## config.mk

```make
export PLATFORM = sky130hd
export DESIGN_NAME = cbp_predictor
export DESIGN_NICKNAME = d
export VERILOG_FILES = /design/src/rtl/cbp_pkg.sv /design/src/rtl/cbp_hist.sv /design/src/rtl/cbp_ctr.sv /design/src/rtl/cbp_predictor.sv
export SDC_FILE = /design/constraint.sdc
export NUM_CORES = 1
export LEC_CHECK = 0
export ABC_CLOCK_PERIOD_IN_PS = 2400
export BUFFER_PORTS_ARGS = -buffer_cell sky130_fd_sc_hd__buf_4
export CAP_MARGIN = 10
export CORE_ASPECT_RATIO = 2
export CORE_MARGIN = 8
export CORE_UTILIZATION = 40
export CTS_BUF_LIST = sky130_fd_sc_hd__clkbuf_2 sky130_fd_sc_hd__clkbuf_4 sky130_fd_sc_hd__clkbuf_8
export DETAILED_ROUTE_END_ITERATION = 10
export PLACE_DENSITY = 0.65
export RECOVER_POWER = 25
export SLEW_MARGIN = 20
export SYNTH_ARGS = -nofsm -noshare
export SYNTH_HDL_FRONTEND = slang
export SYNTH_HIERARCHICAL = 1
export SYNTH_SLANG_ARGS = --single-unit
```

## constraint.sdc

```tcl
create_clock -name clk -period 2.4 [get_ports clk]
set_input_delay 0.12 -clock clk [delete_from_list [all_inputs] [get_ports clk]]
set_output_delay 0.12 -clock clk [all_outputs]
set_load 0.05 [all_outputs]
```

## src/rtl/cbp_pkg.sv

```systemverilog
package cbp_pkg;
    // Step applied to one saturating counter in a cycle
    typedef enum logic [1:0] {
        CTR_HOLD = 2'b00,
        CTR_UP   = 2'b01,
        CTR_DOWN = 2'b10
    } ctr_op_e;
endpackage

```

## src/rtl/cbp_hist.sv

```systemverilog
module cbp_hist #(
    parameter int HIST_W = 2
) (
    input  logic              clk,
    input  logic              rst_n,
    input  logic              shift_en,
    input  logic              bit_in,
    output logic [HIST_W-1:0] hist
);
    logic [HIST_W-1:0] hist_q;
    logic [HIST_W-1:0] hist_d;
    logic [HIST_W:0]   widened;

    always_comb begin
        widened = {hist_q, bit_in};
        hist_d  = shift_en ? widened[HIST_W-1:0] : hist_q;
    end

    always_ff @(posedge clk) begin
        if (!rst_n) hist_q <= '0;
        else        hist_q <= hist_d;
    end

    assign hist = hist_q;
endmodule

```

## src/rtl/cbp_ctr.sv

```systemverilog
module cbp_ctr
    import cbp_pkg::*;
#(
    parameter int CTR_W = 2
) (
    input  logic clk,
    input  logic rst_n,
    input  logic train,
    input  logic outcome,
    output logic predict
);
    localparam logic [CTR_W-1:0] CTR_MAX = '1;

    logic [CTR_W-1:0] state_q;
    logic [CTR_W-1:0] state_d;
    ctr_op_e          op;

    always_comb begin
        op = CTR_HOLD;
        if (train) begin
            if (outcome && state_q != CTR_MAX)     op = CTR_UP;
            else if (!outcome && state_q != '0)    op = CTR_DOWN;
        end
    end

    always_comb begin
        unique case (op)
            CTR_UP:   state_d = state_q + 1'b1;
            CTR_DOWN: state_d = state_q - 1'b1;
            default:  state_d = state_q;
        endcase
    end

    always_ff @(posedge clk) begin
        if (!rst_n) state_q <= '0;
        else        state_q <= state_d;
    end

    assign predict = state_q[CTR_W-1];
endmodule

```

## src/rtl/cbp_predictor.sv

```systemverilog
module cbp_predictor #(
    parameter int ENTRIES = 16,
    parameter int HIST_W  = 2,
    parameter int CTR_W   = 2,
    parameter int PC_W    = 32
) (
    input  logic              clk,
    input  logic              rst_n,
    input  logic [PC_W-1:0]   lk_pc,
    output logic              lk_taken,
    output logic [HIST_W-1:0] lk_hist,
    input  logic              up_valid,
    input  logic [PC_W-1:0]   up_pc,
    input  logic [HIST_W-1:0] up_hist,
    input  logic              up_taken
);
    localparam int IDX_W  = $clog2(ENTRIES);
    localparam int WAYS   = 1 << HIST_W;
    localparam int SLOTS  = ENTRIES * WAYS;
    localparam int SLOT_W = IDX_W + HIST_W;

    logic [HIST_W-1:0] hist;
    logic [SLOT_W-1:0] lk_slot;
    logic [SLOT_W-1:0] up_slot;
    logic [SLOTS-1:0]  slot_pred;

    cbp_hist #(.HIST_W(HIST_W)) u_hist (
        .clk      (clk),
        .rst_n    (rst_n),
        .shift_en (up_valid),
        .bit_in   (up_taken),
        .hist     (hist)
    );

    assign lk_slot = {lk_pc[IDX_W+1:2], hist};
    assign up_slot = {up_pc[IDX_W+1:2], up_hist};

    for (genvar k = 0; k < SLOTS; k++) begin : g_slot
        cbp_ctr #(.CTR_W(CTR_W)) u_ctr (
            .clk     (clk),
            .rst_n   (rst_n),
            .train   (up_valid && (up_slot == SLOT_W'(k))),
            .outcome (up_taken),
            .predict (slot_pred[k])
        );
    end

    assign lk_taken = slot_pred[lk_slot];
    assign lk_hist  = hist;
endmodule

```

==> results.sh <==
export IMPL_outcome="finished with violations"
export IMPL_failed_checks="negative setup slack"
export IMPL_grt_busiest_layer="met2"
export IMPL_synthCells=975
export IMPL_drt_wirelength_per_cell_um=14.5
export IMPL_nets=1146
export IMPL_max_freq_ghz=0.386
export IMPL_syn_to_final_growth_pct=10.7
export IMPL_antenna_left=0
export IMPL_post_cts_buffers=0
export IMPL_maxSlewViolCount=0
export IMPL_start_kind="flop"
export IMPL_worstMarginPinSlew_ns=0.615
export IMPL_place_inst=1261
export IMPL_critPathCaptureType="output port"
export IMPL_drtIter0Drc=403
export IMPL_cts_root_buf="clkbuf_8"
export IMPL_antenna_found_initial=0
export IMPL_synth_top_area_share=0.310
export IMPL_dpl_hpwl_mm=12.8
export IMPL_ys_flop_type="dfxtp_1"
export IMPL_setup_viol=1
export IMPL_crit_type="flop to output port"
export IMPL_ctsHtreeMaxLevel=4
export IMPL_cts_tree="yes"
export IMPL_drv_cap=0
export IMPL_synth_top_family_by_area="simple AND/OR/NAND/NOR gates"
export IMPL_die_h_um=221
export IMPL_synth_largest_area_cell="dfxtp_1"
export IMPL_dp_slack_ns=0.169
export IMPL_grt_setup_unrepaired="true"
export IMPL_clock_skew_ns=0.00804
export IMPL_grt_pass1_vias=6822
export IMPL_r2r_end="g_slot[39].u_ctr/state_q[1]"
export IMPL_gp_congestion=0.723
export IMPL_final_util=0.448
export IMPL_n_fill_cell=1994
export IMPL_min_period_over_period=1.08
export IMPL_clock_sinks=130
export IMPL_grt_pass1_wl_mm=31.7
export IMPL_hp_class="primary input to flop"
export IMPL_ff2ff_path_depth=5
export IMPL_drive_gt1_frac=0.0723
export IMPL_row_count=75
export IMPL_grtUsageMet2=0.261
export IMPL_yosys_warnings=6
export IMPL_vias=6990
export IMPL_finalPower_mw=4.19
export IMPL_port_buffer_count=16
export IMPL_grt_use_met1=0.173
export IMPL_die_w_um=118
export IMPL_worst_slack_ns=-0.193
export IMPL_required_ns=2.28
export IMPL_leakage_nw=2.73
export IMPL_async_reset_ff_frac=0
export IMPL_ys_ff_latch=130
export IMPL_clock_path_buffers=2
export IMPL_vias_per_cell=5.41
export IMPL_vdd_ir_drop_max_mv=0.371
export IMPL_antenna_cells=0
export IMPL_grt_usage=0.148
export IMPL_synth_fp_nets=1109
export IMPL_muxShareOfSynthArea=0.0512
export IMPL_yosys_area_share_simple=0.303
export IMPL_hold_path_depth=2
export IMPL_clock_latency_ns=0.45
export IMPL_min_from="rst_n"
export IMPL_ios=73
export IMPL_relSlewSlack=0.592
export IMPL_hold_path_end="g_slot[12].u_ctr/state_q[1]"
export IMPL_synth_distinct_cells=29
export IMPL_grt_met3_usage=0.0319
export IMPL_ys_top_cells_by_area="dfxtp_1 31%, xnor2_1 13%, ha_1 9.5%"
export IMPL_gr_total_overflow=0
export IMPL_synth_compound_area_frac=0.101
export IMPL_clkTransAtPathRegs_ns=0.08
export IMPL_drc=0
export IMPL_hold_viol_final=0
export IMPL_die_area_um2=26100
export IMPL_final_cells=1293
export IMPL_regToRegStartpoint="g_slot[39].u_ctr/state_q[0]"
export IMPL_wirelength_mm=18.7
export IMPL_worst_path_max_fanout=5
export IMPL_power_density_nw_per_um2=451
export IMPL_core_area_um2=20700
export IMPL_fin_setup_tns_ns=-0.193
export IMPL_rrSetupSlack_ns=0.81
export IMPL_arrival_ns=2.47
export IMPL_synthAdderAreaFrac=0.0955
export IMPL_cts_buffers=17
export IMPL_grt_max_degree=130
export IMPL_synth_edff_count=0
export IMPL_ys_seq_area_frac=0.310
export IMPL_initial_core_util=0.404
export IMPL_firstDrtPassIters=5
export IMPL_fin_crit_ns=2.59
export IMPL_synthXorXnorAreaFrac=0.134
export IMPL_synth_area_per_cell_um2=8.60
export IMPL_syn_area_um2=8390
==> worst max-delay path, cell delays in order, from the launching register on <==
cell,delay (ns)
dfxtp_4,0.39
mux4_2,0.51
mux4_2,0.51
or2_0,0.21
a32o_2,0.24
buf_6,0.15
==> area by class of cell <==
class                           instances  area (um2)  share of cell area
Clock inverter                         10        85.1             0.00916
Timing Repair Buffer                   28         239              0.0257
Multi-Input combinational cell        835        5730               0.617
Clock buffer                           21         283              0.0304
Sequential cell                       130        2610               0.281
Tap cell                              269         337              0.0362
==> report_power, final <==
| part | total (mW) | internal, mW | switching, mW |
|---|---|---|---|
| registers | 2.17 | 2.16 | 0.0120 |
| logic | 0.248 | 0.0894 | 0.158 |
| clock network | 1.77 | 0.895 | 0.878 |
==> how the worst max path moves through the flow <==
stage | startpoint | endpoint | slack [ns]
6_report | u_hist/hist[1] | lk_taken | -0.19
5_1_grt | u_hist/hist[1] | lk_taken | -0.30
4_1_cts | u_hist/hist[1] | lk_taken | -0.24
3_5_place_dp | up_pc[4] | g_slot[8].u_ctr/state_q[1] | 0.17
3_3_place_gp | u_hist/hist[1] | lk_taken | 0.20
2_1_floorplan | u_hist/hist[1] | lk_taken | 0.07
==> through the flow <==
step                      hold WS [ns]  instance area (um2)
after floorplan                  0.242                 8390
after global placement           0.439                 8920
after detailed placement         0.453                 8920
after CTS                       0.0740                 9300
after global routing            0.0759                 9290
final                           0.0973                 9290
==> repair_timing <==
item | 4_1_cts | 5_1_grt
hold buffers | 1 | 0
hold endpoints to repair | 1 | 0
gates resized for setup | 7 | 1
cloned | 0 | 0
endpoints found under the setup margin | 1 | 2
==> cells in the mapped netlist (3+ instances only) <==
cell type	number
nand3b_1	3
a21boi_1	64
nand2_1	75
nor2b_1	8
nand3_1	75
or3_1	64
mux4_1	7
nor2_1	132
nor3b_1	64
clkbuf_1	7
xnor2_1	128
and2_1	64
mux4_2	10
o21ai_0	64
ha_1	64
dfxtp_1	130
==> metal layers <==
| metal | wire length [um] | share of wire |
|---|---|---|
| met5 | 0 | 0 |
| met2 | 9180 | 0.49 |
| met3 | 746 | 0.040 |
| met4 | 282 | 0.015 |
| met1 | 8510 | 0.45 |
==> logic make-up (layout without fill, tap and decap cells) <==
group	count (synthesis)	in the layout
buffers and inverters	10	59
multiplexers	19	19
adder cells (fa/ha/maj)	64	64
XOR/XNOR	128	128
AND/OR/NAND/NOR	490	490
flip-flops	130	130
AO/OA/AOI/OAI	134	134
==> flip-flops by register name, summed over array words and instances (netlist names) <==
name,flops
g_slot.u_ctr/state_q,128
u_hist/hist,2
==> cell usage in the layout (no fill, tap or decap), types with 16 or more instances in the layout <==
cell / netlist / final
a21boi_1: 64 / 64
and2_0: 0 / 16
and2_1: 64 / 48
buf_4: 0 / 18
clkbuf_8: 0 / 20
dfxtp_1: 130 / 128
ha_1: 64 / 64
nand2_1: 75 / 75
nand3_1: 75 / 75
nor2_1: 132 / 132
nor3b_1: 64 / 63
o21ai_0: 64 / 64
or3_1: 64 / 64
xnor2_1: 128 / 128
No activity file was read; power rests on OpenSTA's default activity.
